File: config.mk
export PLATFORM = sky130hd
export DESIGN_NAME = rtc_tick_timer
export DESIGN_NICKNAME = d
export VERILOG_FILES = /design/src/rtl/rtc_tick_pkg.sv /design/src/rtl/rtc_tick_prescaler.sv /design/src/rtl/rtc_tick_counter.sv /design/src/rtl/rtc_tick_regs.sv /design/src/rtl/rtc_tick_timer.sv
export SDC_FILE = /design/constraint.sdc
export NUM_CORES = 1
export LEC_CHECK = 0
export BUFFER_PORTS_ARGS = -buffer_cell sky130_fd_sc_hd__buf_4
export CORE_ASPECT_RATIO = 0.5
export CORE_MARGIN = 2
export CORE_UTILIZATION = 60
export DETAILED_ROUTE_END_ITERATION = 8
export PLACE_DENSITY = 0.85
export SYNTH_ARGS = -nofsm -noshare
export SYNTH_HDL_FRONTEND = slang
export SYNTH_SLANG_ARGS = --single-unit
File: constraint.sdc
create_clock -name clk -period 4.65 [get_ports clk]
set_input_delay 0.6975 -clock clk [delete_from_list [all_inputs] [get_ports clk]]
set_output_delay 0.6975 -clock clk [all_outputs]
set_load 0.02 [all_outputs]
File: src/rtl/rtc_tick_pkg.sv
package rtc_tick_pkg;

  localparam int REG_AW     = 2;
  localparam int SEL_W      = 4;
  localparam int RELOAD_MIN = 3;

  // Word offsets of the software registers
  typedef enum logic [REG_AW-1:0] {
    OFF_CTRL   = 2'd0,
    OFF_RELOAD = 2'd1,
    OFF_COUNT  = 2'd2,
    OFF_PEND   = 2'd3
  } reg_off_e;

  // Control field bit positions (fixed, software depends on them)
  localparam int BIT_RTC_EN  = 0;
  localparam int BIT_SEL_LSB = 4;
  localparam int BIT_TICK_EN = 8;

  typedef struct packed {
    logic             tick_en;
    logic [SEL_W-1:0] sel;
    logic             rtc_en;
  } ctrl_t;

endpackage

File: src/rtl/rtc_tick_prescaler.sv
module rtc_tick_prescaler
  import rtc_tick_pkg::*;
#(
  parameter int PRE_W = 15
) (
  input  logic             clk,
  input  logic             rst,
  input  logic [SEL_W-1:0] sel,
  output logic             pulse
);

  logic [PRE_W-1:0] div_q;
  logic [PRE_W-1:0] mask;

  always_ff @(posedge clk) begin
    if (rst) div_q <= '0;
    else     div_q <= div_q + PRE_W'(1);
  end

  // Low sel bits all ones: one enable every 2^sel cycles (every cycle for sel=0)
  always_comb begin
    mask  = (PRE_W'(1) << sel) - PRE_W'(1);
    pulse = ((div_q & mask) == mask);
  end

endmodule

File: src/rtl/rtc_tick_counter.sv
module rtc_tick_counter #(
  parameter int CNT_W = 16
) (
  input  logic             clk,
  input  logic             rst,
  input  logic             start,
  input  logic             stop,
  input  logic             pulse,
  input  logic [CNT_W-1:0] reload,
  output logic [CNT_W-1:0] count_q,
  output logic             running_q,
  output logic             expire
);

  logic last_step;

  always_comb begin
    last_step = (count_q <= CNT_W'(1));
    expire    = running_q && pulse && !start && !stop && last_step;
  end

  always_ff @(posedge clk) begin
    if (rst) begin
      count_q   <= '0;
      running_q <= 1'b0;
    end else if (start) begin
      count_q   <= reload;
      running_q <= 1'b1;
    end else if (stop) begin
      running_q <= 1'b0;
    end else if (running_q && pulse) begin
      count_q <= last_step ? reload : count_q - CNT_W'(1);
    end
  end

endmodule

File: src/rtl/rtc_tick_regs.sv
module rtc_tick_regs
  import rtc_tick_pkg::*;
#(
  parameter int DATA_W = 32,
  parameter int CNT_W  = 16
) (
  input  logic              clk,
  input  logic              rst,
  input  logic              wr_en,
  input  logic              rd_en,
  input  logic [REG_AW-1:0] addr,
  input  logic [DATA_W-1:0] wr_data,
  input  logic [CNT_W-1:0]  count,
  input  logic              expire,
  output ctrl_t             ctrl_q,
  output logic [CNT_W-1:0]  reload_q,
  output logic              start_p,
  output logic              stop_p,
  output logic [DATA_W-1:0] rd_data,
  output logic              tick_irq
);

  ctrl_t            ctrl_new;
  logic             wr_ctrl, wr_reload, wr_pend;
  logic [CNT_W-1:0] reload_new;
  logic             pend_q;
  logic [DATA_W-1:0] rd_next;

  always_comb begin
    wr_ctrl    = wr_en && (reg_off_e'(addr) == OFF_CTRL);
    wr_reload  = wr_en && (reg_off_e'(addr) == OFF_RELOAD);
    wr_pend    = wr_en && (reg_off_e'(addr) == OFF_PEND);
    ctrl_new.rtc_en  = wr_data[BIT_RTC_EN];
    ctrl_new.sel     = wr_data[BIT_SEL_LSB +: SEL_W];
    ctrl_new.tick_en = wr_data[BIT_TICK_EN];
    reload_new = wr_data[CNT_W-1:0];
    // Edge-based start/stop against the stored control word
    start_p = wr_ctrl && ctrl_new.rtc_en && ctrl_new.tick_en &&
              !ctrl_q.tick_en && (reload_q != '0);
    stop_p  = wr_ctrl && ((ctrl_new.rtc_en && !ctrl_new.tick_en && ctrl_q.tick_en) ||
                          (!ctrl_new.rtc_en && ctrl_q.rtc_en));
  end

  always_ff @(posedge clk) begin
    if (rst) begin
      ctrl_q   <= '0;
      reload_q <= '0;
      pend_q   <= 1'b0;
    end else begin
      if (wr_ctrl) ctrl_q <= ctrl_new;
      if (wr_reload && (reload_new >= CNT_W'(RELOAD_MIN))) reload_q <= reload_new;
      if (expire)                      pend_q <= 1'b1;
      else if (wr_pend && wr_data[0])  pend_q <= 1'b0;
    end
  end

  always_comb begin
    rd_next = '0;
    case (reg_off_e'(addr))
      OFF_CTRL: begin
        rd_next[BIT_RTC_EN]              = ctrl_q.rtc_en;
        rd_next[BIT_SEL_LSB +: SEL_W]    = ctrl_q.sel;
        rd_next[BIT_TICK_EN]             = ctrl_q.tick_en;
      end
      OFF_RELOAD: rd_next[CNT_W-1:0] = reload_q;
      OFF_COUNT:  rd_next[CNT_W-1:0] = count;
      OFF_PEND:   rd_next[0]         = pend_q;
      default:    rd_next = '0;
    endcase
  end

  always_ff @(posedge clk) begin
    if (rst)        rd_data <= '0;
    else if (rd_en) rd_data <= rd_next;
  end

  assign tick_irq = pend_q;

  generate
    if (DATA_W > CNT_W) begin : g_unused
      logic unused_wr_hi;
      assign unused_wr_hi = ^wr_data[DATA_W-1:CNT_W];
    end
  endgenerate

endmodule

File: src/rtl/rtc_tick_timer.sv
module rtc_tick_timer
  import rtc_tick_pkg::*;
#(
  parameter int DATA_W = 32,
  parameter int CNT_W  = 16,
  parameter int PRE_W  = 15
) (
  input  logic              clk,
  input  logic              rst,
  input  logic              wr_en,
  input  logic              rd_en,
  input  logic [1:0]        addr,
  input  logic [DATA_W-1:0] wr_data,
  output logic [DATA_W-1:0] rd_data,
  output logic              tick_irq
);

  ctrl_t            ctrl_q;
  logic [CNT_W-1:0] reload_q;
  logic [CNT_W-1:0] count_q;
  logic             running_q;
  logic             start_p, stop_p, pulse, expire;

  rtc_tick_prescaler #(.PRE_W(PRE_W)) u_pre (
    .clk   (clk),
    .rst   (rst),
    .sel   (ctrl_q.sel),
    .pulse (pulse)
  );

  rtc_tick_counter #(.CNT_W(CNT_W)) u_cnt (
    .clk       (clk),
    .rst       (rst),
    .start     (start_p),
    .stop      (stop_p),
    .pulse     (pulse),
    .reload    (reload_q),
    .count_q   (count_q),
    .running_q (running_q),
    .expire    (expire)
  );

  rtc_tick_regs #(.DATA_W(DATA_W), .CNT_W(CNT_W)) u_regs (
    .clk      (clk),
    .rst      (rst),
    .wr_en    (wr_en),
    .rd_en    (rd_en),
    .addr     (addr),
    .wr_data  (wr_data),
    .count    (count_q),
    .expire   (expire),
    .ctrl_q   (ctrl_q),
    .reload_q (reload_q),
    .start_p  (start_p),
    .stop_p   (stop_p),
    .rd_data  (rd_data),
    .tick_irq (tick_irq)
  );

endmodule

# == Word-level counts from Yosys, hierarchy flattened ==
# Cells that the tools add are included.
# word_totals
reg_bits,71
inputBits,38
output_inout_bits,33
wordCells,62
# op_classes
add_sub_neg,3
order_cmp,2
eq_ne,5
shifts,1
n_mux,12
n_bitwise,1
n_reduce_logical,29
# op_table
op,n
two-way mux 16 bit,4
logical AND 1 bit,17
greater-or-equal comparator 16 x 2 -> 1 bit (second input constant),1
less-or-equal comparator 16 x 1 -> 1 bit (second input constant),1
nonzero test 16 bit,1
subtractor 16 x 1 -> 16 bit (second input constant),1
adder 15 x 1 -> 15 bit (second input constant),1
AND 15 bit,1
equality test 15 bit,1
one-hot mux 5 bit (3 select lines),1
<< shifter 1 x 4 -> 15 bit (first input constant),1
subtractor 15 x 2 -> 15 bit (second input constant),1
one-hot mux 7 bit (2 select lines),1
one-hot mux 3 bit (2 select lines),1
nonzero test 2 bit,3
zero test 1 bit,5
equality test 2 bit (second input constant),2
two-way mux 1 bit,4
one-hot mux 1 bit (4 select lines),1
equality test 2 x 1 -> 1 bit (second input constant),1
zero test 2 bit,1
inequality test 2 x 1 -> 1 bit (second input constant),1
AND reduction 2 bit,1
logical OR 1 bit,1

# == Longest topological paths before layout ==
# Gate-level depths: netlist of the first run.
# depth
word_depth,11
depth_mapped,14
depth_no_buf,10

# == Hierarchy ==
# A second synthesis of the first run with hierarchy kept.
# hier_totals
cells_unflattened,490
hier_area_um2,4131.5
# modules_own_cells
module,n_inst,cells_per_inst,area_each_um2,seq_area_each_um2
rtc_tick_regs,1,232,2098.3,780.7
rtc_tick_counter,1,148,1147.4,340.3
rtc_tick_prescaler,1,110,885.8,300.3

# == Worst setup path before layout of the first run ==
# Ideal clock, no wire load.
# synth_timing
path_kind,register to register
startpoint,reg u_regs.ctrl_q[4] (netlist name)
endpoint,reg u_cnt.count_q[11]
arrival_ns,2.548
slack_ns,1.966
stages_incl_launch_ff,14
period_less_slack_ns,2.684
cell_sequence,dfxtp_1 -> buf_2 -> nor3_1 -> nand2b_1 -> ha_1 -> buf_2 -> buf_2 -> a31oi_1 -> a311oi_1 -> nor4_2 -> nand2_1 -> clkbuf_1 -> o211ai_1 -> a21oi_2
# synth_between
elab_chain_cells,7
# synth_lines
element,line_no,rtl
<< shifter 1 x 4 -> 15 bit *,rtc_tick_prescaler.sv:22,mask = (PRE_W'(1) << sel) - PRE_W'(1);
subtractor 15 x 2 -> 15 bit *,rtc_tick_prescaler.sv:22,
AND 15 bit,rtc_tick_prescaler.sv:23,pulse = ((div_q & mask) == mask);
equality test 15 bit *,rtc_tick_prescaler.sv:23,
logical AND 1 bit *,rtc_tick_counter.sv:31,end else if (running_q && pulse) begin
nonzero test 2 bit (no line) *,-,
AND reduction 2 bit (no line) *,-,
end signal: assignment,rtc_tick_counter.sv:27,count_q <= reload;
end signal: assignment,rtc_tick_counter.sv:32,count_q <= last_step ? reload : count_q - CNT_W'(1);
end: declaration,rtc_tick_counter.sv:10,"output logic [CNT_W-1:0] count_q,"
# Mark *: on every way between the ends. The rest lies on a longest branch, timed or not.
# A chain may end at the register's enable or synchronous reset.

# == Worst setup path in the final report of the first run ==
# layout_timing
startpoint,reg u_regs.ctrl_q[3] (netlist name)
endpoint,reg u_cnt.count_q[9]
# layout_between
elab_chain_cells,7
# layout_lines
element,line_no
<< shifter 1 x 4 -> 15 bit *,rtc_tick_prescaler.sv:22
subtractor 15 x 2 -> 15 bit *,rtc_tick_prescaler.sv:22
AND 15 bit,rtc_tick_prescaler.sv:23
equality test 15 bit *,rtc_tick_prescaler.sv:23
logical AND 1 bit *,rtc_tick_counter.sv:31
nonzero test 2 bit (no line) *,-
AND reduction 2 bit (no line) *,-
# Marked as above.

==> results.txt, run 1 <==
status: completed
Max-slew headroom: 0.2447
Setup CP Type: reg -> reg
clock sinks: 71
vias after detailed routing: 3,653
remaining antenna violation count after routing: 0
Required @ worst endpoint: 4.84 ns
mux cell area share after synthesis: 0.04275
I/O pins: 71
Synth Register Bits: 71
1st-iter DRT viols: 390
Register-to-Register Path Depth: 10
Post-CTS Setup Repair Bufs: 0
crit end category: flop
ratio of cells with drive above 1 in the final layout: 0.1477
post-synthesis simple-gate area fraction: 0.2399
CTS HTree Levels: 3
Hold Crit Start: u_pre.div_q[0]
root buf cell: clkbuf_16
hold depth: 1
IO buf count: 38
Compound-Gate Fraction of Synth Area: 0.2197
Setup crit start: u_regs.ctrl_q[3]
FMAX: 0.2842 GHz
Clock Pin Slew Worst Setup and Hold Paths: 0.05 ns
number of global-route vias before repair: 3,114
min-delay worst type: reg -> reg
grt total ovfl: 0
clk buf depth: 2
startpoint types: flop
post-synthesis sequential area ratio: 0.3544
ys flop type: dfxtp_1
Slew @ Worst Pin: 1.133 ns
Final nets: 545
pwr dens: 328.6 mW/mm^2
arrival time worst endpoint: 3.71 ns
most frequent cells in the layout: dfxtp_1, nor2_1, buf_4, nand2_1, a21oi_1
Tcrit/Tclk final: 0.7567
TritonCTS clock tree: done
leak pwr: 1.664 nW
synthesized instance count: 483
P&R area growth vs syn: 12.11%
DIE WIDTH: 119.6 um
final-report setup violation count: 0
Post-Synth Adder-Cell Area: 0.03120
largest net degree at the start of global routing: 73
CTS buffer count: 9
first-pass GRT wire length: 15,730 um
cell area after synthesis: 0.004010 mm^2
Avg Inst Size Synth: 8.302 um^2
setup TNS: 0 ns
DRC: 0
peak fanout along the critical path: 16
RSZ-0062 raised after global routing: no
GP Congestion: 0.8754
first drt pass iteration count: 6
Synth cell types: 62
GRT Overall Usage: 0.2780
Antenna diodes: 0
reg-to-reg startpoint: u_regs.ctrl_q[3]
initial antenna violation count: 0
Synth Area in XOR/XNOR: 0.03276
average vias per placed instance: 6.202
DIE HEIGHT: 61.81 um
Die ar.: 0.007393 mm^2
core footprint: 0.006256 mm^2
clk_lat worst skew: 0.34 ns
EDFF count, synth: 0
final wirelength: 9915 um
synth warn: 0
Detail Placement HPWL: 6556 um
Tmin final: 3.519 ns
clk_skew: 0.005975 ns
largest family of logic cells by synthesized area: simple AND/OR/NAND/NOR gates
Wirelength per Cell: 16.83 um
count of cells resized by post-cts repair: 0
most common cell after layout, fill and taps aside: dfxtp_1
Final Power: 1.477 mW
hold_buf cts: 0
Pins Over Slew Limit: 0
starting density of the core: 0.6410
max_cap viols: 0
Final Hold Violating Endpoints: 0
asr flop ratio synth: 0
VDD IR max: 0.1712 mV
placement row count: 20
[power breakdown]
group / total (mW) / internal [mW] / leakage, nW / switching [mW]
registers: 0.634 / 0.619 / 0.574 / 0.0153
logic: 0.150 / 0.0532 / 0.945 / 0.0972
clock network: 0.693 / 0.440 / 0.145 / 0.252
[path summary, 6_finish.rpt]
path                       to  slack [ns]
min reg2reg    u_pre.div_q[0]        0.46
min            u_pre.div_q[0]        0.46
max          u_cnt.count_q[9]        1.13
max reg2reg  u_cnt.count_q[9]        1.13
[metal layers]
metal | GRT usage | vias up | share of wire | routed length (um)
met5 | 0 | - | 0 | 0
met4 | 0.1176 | 0 | 0.023 | 231
met3 | 0.07299 | 19 | 0.11 | 1042
met2 | 0.4490 | 195 | 0.45 | 4464
met1 | 0.3652 | 1696 | 0.42 | 4177
li1 | - | 1743 | - | -
[state kept, by name, summed over array words and instances (netlist names)]
name and cells:
u_cnt.running_q 1, u_cnt.count_q 16, u_regs.tick_irq 1, u_regs.ctrl_q 6, u_regs.reload_q 16, u_pre.div_q 15, u_regs.rd_data 16
[cell usage after synthesis, types with 3 or more instances]
library cell / count / area [um^2]
nand2_1: 35 / 131.4
nor4_1: 8 / 50.05
a22oi_1: 10 / 75.07
o211ai_1: 14 / 105.1
mux2i_1: 16 / 160.2
a222oi_1: 6 / 60.06
o21ai_1: 3 / 15.01
buf_2: 11 / 55.05
xnor2_1: 4 / 35.03
nor2b_1: 5 / 31.28
inv_1: 11 / 41.29
ha_1: 10 / 125.1
xor2_1: 11 / 96.34
a31oi_1: 5 / 31.28
nor3_1: 8 / 40.04
clkbuf_1: 20 / 75.07
a32oi_1: 3 / 26.28
nor4b_1: 3 / 26.28
a21o_1: 12 / 90.09
and2_1: 3 / 18.77
a21oi_2: 8 / 70.07
o21ai_0: 4 / 20.02
and4b_1: 3 / 30.03
nand3_1: 22 / 110.1
nand4_1: 5 / 31.28
a22o_1: 10 / 87.58
buf_4: 16 / 120.1
nor2_1: 66 / 247.7
and3_1: 4 / 25.02
a21oi_1: 32 / 160.2
dfxtp_1: 71 / 1421
nand2b_1: 8 / 50.05
[cell families (layout without fill, tap and decap cells)]
| group | after synthesis | after routing |
|---|---|---|
| adders and majority gates | 10 | 10 |
| muxes | 17 | 17 |
| xor gates and xnor gates | 15 | 15 |
| other | 1 | 16 |
| buffers and inverters | 61 | 64 |
| DFF | 71 | 71 |
| and+or+nand+nor | 186 | 186 |
| AOI/OAI and AO/OA | 122 | 122 |
[cell type report]
cell class	count	area (um^2)
Sequential cell	71	1421
Inverter	11	41.29
Clock inverter	3	42.54
Clock buffer	12	256.5
Fill cell	507	1760
Multi-Input combinational cell	366	2338
Tap cell	88	110.1
Timing Repair Buffer	38	285.3
[worst max-delay path, cell delays in order, from the launching register on]
cell and delay [ns]:
dfxtp_1 0.65, nor3_1 0.13, nand2b_1 0.12, ha_1 0.49, nor4b_1 0.10, a31oi_1 0.17, a311oi_1 0.12, nor4_2 0.63
nand2_1 0.49, o211ai_1 0.38, a21oi_2 0.07
[metrics by stage]
stage | hold WS, ns | cells | setup WS (ns) | instance area [um^2] | util
after floorplan | 0.4256 | 498 | 1.966 | 4066 | -
after global placement | 0.4406 | 574 | 1.317 | 4197 | 0.6708
after detailed placement | 0.4508 | 574 | 1.280 | 4197 | 0.6708
after CTS | 0.4626 | 589 | 1.249 | 4496 | 0.7186
after global routing | 0.4930 | 589 | 0.9630 | 4496 | 0.7186
final | 0.4550 | 589 | 1.131 | 4496 | 0.7186
Note: power is estimated with default switching activity, not from simulation.
==> run 2, diff against run 1 <==
--- a/config.mk
+++ b/config.mk
@@ -8,9 +8,9 @@
 export BUFFER_PORTS_ARGS = -buffer_cell sky130_fd_sc_hd__buf_4
 export CORE_ASPECT_RATIO = 0.5
 export CORE_MARGIN = 2
-export CORE_UTILIZATION = 60
+export CORE_UTILIZATION = 51
 export DETAILED_ROUTE_END_ITERATION = 8
-export PLACE_DENSITY = 0.85
+export PLACE_DENSITY = 0.77
 export SYNTH_ARGS = -nofsm -noshare
 export SYNTH_HDL_FRONTEND = slang
 export SYNTH_SLANG_ARGS = --single-unit
==> constraint.sdc (replaced) <==
create_clock -name clk -period 3.1 [get_ports clk]
set_input_delay 0.465 -clock clk [delete_from_list [all_inputs] [get_ports clk]]
set_output_delay 0.465 -clock clk [all_outputs]
set_load 0.02 [all_outputs]
==> results.txt, run 2 (synthesis results as in run 1) <==
Hold Path End: u_regs.reload_q[4]
placement row count: 22 (+10%)
remaining antenna violation count after routing: 0 (unchanged)
Max-slew headroom: 0.4607 (+0.2160)
starting density of the core: 0.5376 (-0.1034)
Pins Over Slew Limit: 0 (unchanged)
IO buf count: 38 (unchanged)
DRC: 0 (unchanged)
arrival time worst endpoint: 3.03 ns (-0.68 ns)
highest-delay cell along the critical path: ha_1
peak fanout along the critical path: 16 (unchanged)
Antenna diodes: 0 (unchanged)
CTS HTree Levels: 3 (unchanged)
P&R area growth vs syn: 16.22%
Register-to-Register Path Depth: 9 (-1)
final wirelength: 10,040 um (+1.3%)
Multi-input gate area: 0.002341 mm^2 (+0.11%)
GRT Overall Usage: 0.2507 (-0.02735)
Final Hold Violating Endpoints: 0 (unchanged)
pwr dens: 511.2 mW/mm^2 (+56%)
Max stage delay on crit path: 0.39 ns (-0.26 ns)
startpoint types: flop
busiest grt layer: met2
most common cell after layout, fill and taps aside: dfxtp_1
M3 GR Usage: 0.07390 (+0.0009029)
filler cell count in the final layout: 658 (+30%)
flop2flop setup slack: 0.26 ns (-0.87 ns)
hold_buf cts: 0 (unchanged)
clk_lat worst skew: 0.34 ns (about the same)
biggest regs: u_cnt.count_q x16, u_regs.rd_data x16, u_regs.reload_q x16
max_cap viols: 0 (unchanged)
grt total ovfl: 0 (unchanged)
first-pass GRT wire length: 16,650 um (+5.9%)
DIE HEIGHT: 66.70 um (+7.9%)
crit end category: flop
hold depth: 3 (+2)
RSZ-0062 raised after global routing: no
Register Area: 0.001421 mm^2 (unchanged)
TritonCTS clock tree: done
CTS buffer count: 9 (unchanged)
r2r endpoint: u_cnt.count_q[2]
ratio of cells with drive above 1 in the final layout: 0.1732 (+0.02545)
most frequent cells in the layout: dfxtp_1, nor2_1, buf_4, nand2_1, a21oi_1
Detail Placement HPWL: 6748 um (+2.9%)
1st-iter DRT viols: 414 (+6.2%)
Die ar.: 0.008631 mm^2 (+17%)
worst path cell trace: nor3_1 -> nand2b_1 -> ha_1 -> mux2_2 -> a311oi_1 -> and4b_1 -> nand2_2 -> o211ai_1 -> a21oi_2
reg-to-reg startpoint: u_regs.ctrl_q[2]
Hold Crit Start: wr_data[4]
GP Congestion: 0.9138 (+4.4%)
DIE WIDTH: 129.4 um (+8.2%)
initial antenna violation count: 0 (unchanged)
Setup CP Type: reg -> reg
average vias per placed instance: 5.855 (-5.6%)
status: completed
min-delay worst type: in -> reg
met2 usage: 0.3901 (-0.05885)
Setup crit start: u_regs.ctrl_q[2]
first drt pass iteration count: 7 (+1)
largest net degree at the start of global routing: 73 (unchanged)
Final nets: 557 (+2.2%)
Slew @ Worst Pin: 0.8089 ns (-0.3240 ns)
root buf cell: clkbuf_16
Post-CTS Setup Repair Bufs: 0 (unchanged)
Wirelength per Cell: 16.14 um (-4.1%)
count of cells resized by post-cts repair: 0 (unchanged)
VDD IR max: 0.2718 mV (+59%)
number of global-route vias before repair: 3,268 (+4.9%)
Tcrit/Tclk final: 0.9171 (+0.1603)
setup TNS: 0 ns (unchanged)
leak pwr: 1.748 nW (+5.1%)
clock sinks: 71 (unchanged)
core footprint: 0.007460 mm^2 (+19%)
Clock Pin Slew Worst Setup and Hold Paths: 0.06 ns (about the same)
clk buf depth: 2 (unchanged)
met1 usage: 0.3325 (-0.03265)
Tmin final: 2.843 ns (-0.6759 ns)
I/O pins: 71 (unchanged)
Final Core Density: 0.6248 (-0.09381)
final-report setup violation count: 0 (unchanged)
FMAX: 0.3518 GHz (+24%)
vias after detailed routing: 3,642 (-0.30%)
Required @ worst endpoint: 3.29 ns (-1.55 ns)
clk_skew: 0.004321 ns (-0.001655 ns)
## run 2: cell count changes in the layout (fill, tap and decap cells not counted), sizes merged
cell	change
clkbuf	-2
buf	+12
clkinv	+1
bufinv	+2
## run 2: layout make-up
cell class	count	area share
Sequential cell	71	0.3050
Tap cell	108	0.02899
Timing Repair Buffer	50	0.08054
Clock inverter	6	0.02309
Multi-Input combinational cell	366	0.5023
Inverter	11	0.008859
Clock buffer	10	0.05128
## run 2: how the worst max path moves through the flow
stage                     cells past startpoint  slack [ns]                end
after floorplan                              13        0.42  u_cnt.count_q[11]
after global placement                        9        0.24   u_cnt.count_q[6]
after detailed placement                      9        0.17   u_cnt.count_q[8]
after CTS                                     9        0.14   u_cnt.count_q[2]
after global routing                          9        0.04   u_cnt.count_q[5]
final                                         9        0.26   u_cnt.count_q[2]
## run 2: metal layers
metal,vias to the layer above,wire (um)
met1,1719,4626
met3,17,606
met2,142,4592
li1,1764,-
met5,-,0
met4,0,214
## run 2: worst max-delay path, delay by kind of cell (launching register included)
kind | cells | cell delay (ns)
AOI/OAI and AO/OA | 3 | 0.64
adders and majority gates | 1 | 0.39
DFF | 1 | 0.31
muxes | 1 | 0.34
and+or+nand+nor | 4 | 1.01
## run 2: stage by stage
stage	hold slack (ns)	setup WS [ns]	instance area, um^2	cells	power [mW]
final	0.3833	0.2571	4661	622	2.383
after global routing	0.3897	0.03954	4661	622	2.469
after CTS	0.3766	0.1387	4658	622	2.395
after detailed placement	0.4557	0.1725	4312	606	1.201
after global placement	0.4442	0.2422	4312	606	1.199
after floorplan	0.4256	0.4157	4066	498	1.144
## run 2: power breakdown
group / switching [mW] / internal (mW) / total (mW)
clock network: 0.387 / 0.804 / 1.19
registers: 0.0172 / 0.928 / 0.945
logic: 0.156 / 0.0901 / 0.246
==> run 3, diff against run 2 <==
--- a/config.mk
+++ b/config.mk
@@ -7,10 +7,11 @@
 export LEC_CHECK = 0
 export BUFFER_PORTS_ARGS = -buffer_cell sky130_fd_sc_hd__buf_4
 export CORE_ASPECT_RATIO = 0.5
-export CORE_MARGIN = 2
+export CORE_MARGIN = 3
 export CORE_UTILIZATION = 51
 export DETAILED_ROUTE_END_ITERATION = 8
 export PLACE_DENSITY = 0.77
+export SLEW_MARGIN = 30
 export SYNTH_ARGS = -nofsm -noshare
 export SYNTH_HDL_FRONTEND = slang
 export SYNTH_SLANG_ARGS = --single-unit
==> constraint.sdc (replaced) <==
create_clock -name clk -period 2.4 [get_ports clk]
set_input_delay 0.36 -clock clk [delete_from_list [all_inputs] [get_ports clk]]
set_output_delay 0.36 -clock clk [all_outputs]
set_load 0.02 [all_outputs]
==> results.txt, run 3 (synthesis results as in run 1) <==
average vias per placed instance: 5.827 (-0.48%)
min-delay worst type: in -> reg
largest net degree at the start of global routing: 56 (-23%)
core footprint: 0.007487 mm^2 (+0.37%)
Register-to-Register Path Depth: 12 (+3)
Hold Crit Start: wr_data[9]
vias after detailed routing: 3,811 (+4.6%)
Hold Path End: u_regs.reload_q[9]
met1 usage: 0.3110 (-0.02153)
GRT Overall Usage: 0.2455 (-0.005170)
Tcrit/Tclk final: 1.032 (+0.1150)
most frequent cells in the layout: buf_4, dfxtp_1, nor2_1, nand2_1, a21oi_1
Final Hold Violating Endpoints: 0 (unchanged)
Pins Over Slew Limit: 0 (unchanged)
max_cap viols: 0 (unchanged)
Final Core Density: 0.6706 (+0.04583)
most common cell after layout, fill and taps aside: buf_4
CTS HTree Levels: 3 (unchanged)
Placed Cells: 632 (+4.3%)
Clock Pin Slew Worst Setup and Hold Paths: 0.05 ns (about the same)
DIE HEIGHT: 68.70 um (+3.0%)
Slew @ Worst Pin: 0.7241 ns (-0.08484 ns)
Wirelength per Cell: 16.89 um (+4.7%)
cell area after layout: 0.005021 mm^2 (+7.7%)
Antenna diodes: 0 (unchanged)
TritonCTS clock tree: done
pwr dens: 570.7 mW/mm^2 (+12%)
P&R area growth vs syn: 25.21%
RSZ-0062 raised after global routing: yes
Max stage delay on crit path: 0.38 ns (about the same)
pre-CTS setup slack: -0.1767 ns (-0.3492 ns)
CTS buffer count: 9 (unchanged)
first-pass GRT wire length: 17,500 um (+5.1%)
I/O pins: 71 (unchanged)
busiest grt layer: met2
reg-to-reg startpoint: u_regs.ctrl_q[3]
status: finished with violations
M3 GR Usage: 0.07174 (-0.002156)
peak fanout along the critical path: 7 (-9)
clk_lat worst skew: 0.34 ns (about the same)
r2r endpoint: u_cnt.count_q[13]
worst path cell trace: nor3_4 -> nand2b_1 -> ha_4 -> buf_6 -> nor3_4 -> mux2_4 -> a311oi_2 -> and4b_2 -> nand2_4 -> buf_6 -> o211ai_1 -> a21oi_2
crit end category: flop
Detail Placement HPWL: 7268 um (+7.7%)
setup TNS: -0.7397 ns (-0.7397 ns)
first drt pass iteration count: 5 (-2)
GP Congestion: 0.9131 (about the same)
Final Power: 2.865 mW (+20%)
grt total ovfl: 0 (unchanged)
failing checks: setup timing
leak pwr: 1.942 nW (+11%)
hold_ws: 0.2711 ns (-0.1122 ns)
starting density of the core: 0.5356 (-0.001976)
Max-slew headroom: 0.5173 (+0.05656)
FMAX: 0.4037 GHz (+15%)
remaining antenna violation count after routing: 0 (unchanged)
final-report setup violation count: 17 (+17)
final worst slack: -0.07697 ns (-0.3341 ns)
initial antenna violation count: 0 (unchanged)
VDD IR max: 0.3842 mV (+41%)
hold_buf cts: 0 (unchanged)
highest-delay cell along the critical path: and4b_2
1st-iter DRT viols: 384 (-7.2%)
DRC: 0 (unchanged)
biggest regs: u_cnt.count_q x16, u_regs.rd_data x16, u_regs.reload_q x16
final wirelength: 11,050 um (+10%)
root buf cell: clkbuf_16
clk buf depth: 2 (unchanged)
ratio of cells with drive above 1 in the final layout: 0.2509 (+0.07776)
startpoint types: flop
placement row count: 22 (unchanged)
Required @ worst endpoint: 2.60 ns (-0.69 ns)
placed inst area: 0.004548 mm^2 (+5.5%)
Final nets: 592 (+6.3%)
hold depth: 3 (unchanged)
DIE WIDTH: 131.4 um (+1.5%)
arrival time worst endpoint: 2.68 ns (-0.35 ns)
number of global-route vias before repair: 3,370 (+3.1%)
Layout Cells excl Fill: 654 (+5.1%)
IO buf count: 38 (unchanged)
flop2flop setup slack: -0.08 ns (-0.33 ns)
Tmin final: 2.477 ns (-0.3659 ns)
Die ar.: 0.009027 mm^2 (+4.6%)
clk_skew: 0.005969 ns (+0.001648 ns)
clock sinks: 71 (unchanged)
met2 usage: 0.4109 (+0.02077)
Setup CP Type: reg -> reg
-- run 3: changes by cell type in the layout (fill, tap and decap cells not counted), sizes merged --
cell,delta
clkbuf,+2
bufinv,-3
clkinv,-1
clkinvlp,-1
buf,+35
-- run 3: worst max-delay path by stage --
| stage | startpoint | to | slack (ns) | depth (start not counted) |
|---|---|---|---|---|
| floorplan | u_regs.ctrl_q[4] | u_cnt.count_q[13] | -0.06 | 14 |
| global placement | u_regs.ctrl_q[4] | u_cnt.count_q[2] | -0.17 | 11 |
| detailed placement | u_regs.ctrl_q[4] | u_cnt.count_q[2] | -0.18 | 11 |
| CTS | u_regs.ctrl_q[2] | u_cnt.count_q[1] | -0.004 | 12 |
| global route | u_regs.ctrl_q[3] | u_cnt.count_q[14] | -0.19 | 12 |
| finish | u_regs.ctrl_q[3] | u_cnt.count_q[13] | -0.08 | 12 |
-- run 3: metal layers --
metal	wire length, um	part of all wire
met1	4730	0.43
met2	5198	0.47
met3	885	0.080
met4	234	0.021
met5	0	0
-- run 3: area by class of cell --
| type | count | area (um^2) |
|---|---|---|
| multi-input cells | 366 | 2462 |
| repair buffers | 85 | 685.7 |
| clock inverters | 1 | 5.005 |
| flip-flops and latches | 71 | 1425 |
| inverters | 11 | 41.29 |
| clock buffers | 12 | 266.5 |
| fillers | 596 | 2466 |
| well taps | 108 | 135.1 |
-- run 3: worst max-delay path: cells and delay by family (launching register included) --
kind | cells | cell delay [ns]
buf+inv | 2 | 0.28
flops | 1 | 0.34
fa+ha+maj | 1 | 0.22
mux | 1 | 0.27
compound gates | 3 | 0.53
simple gates | 5 | 0.69
-- run 3: power breakdown --
group	internal, mW	leakage, nW	switching (mW)
clock	0.763	0.136	0.466
sequential	1.20	0.575	0.0229
combinational	0.178	1.23	0.235
total	2.14	1.94	0.724
-- run 3: timing repair --
item	CTS	global route
resized for setup	16	14
buffers inserted	6	3
endpoints found under the setup margin	17	17
cloned	1	0
pin swaps	13	11
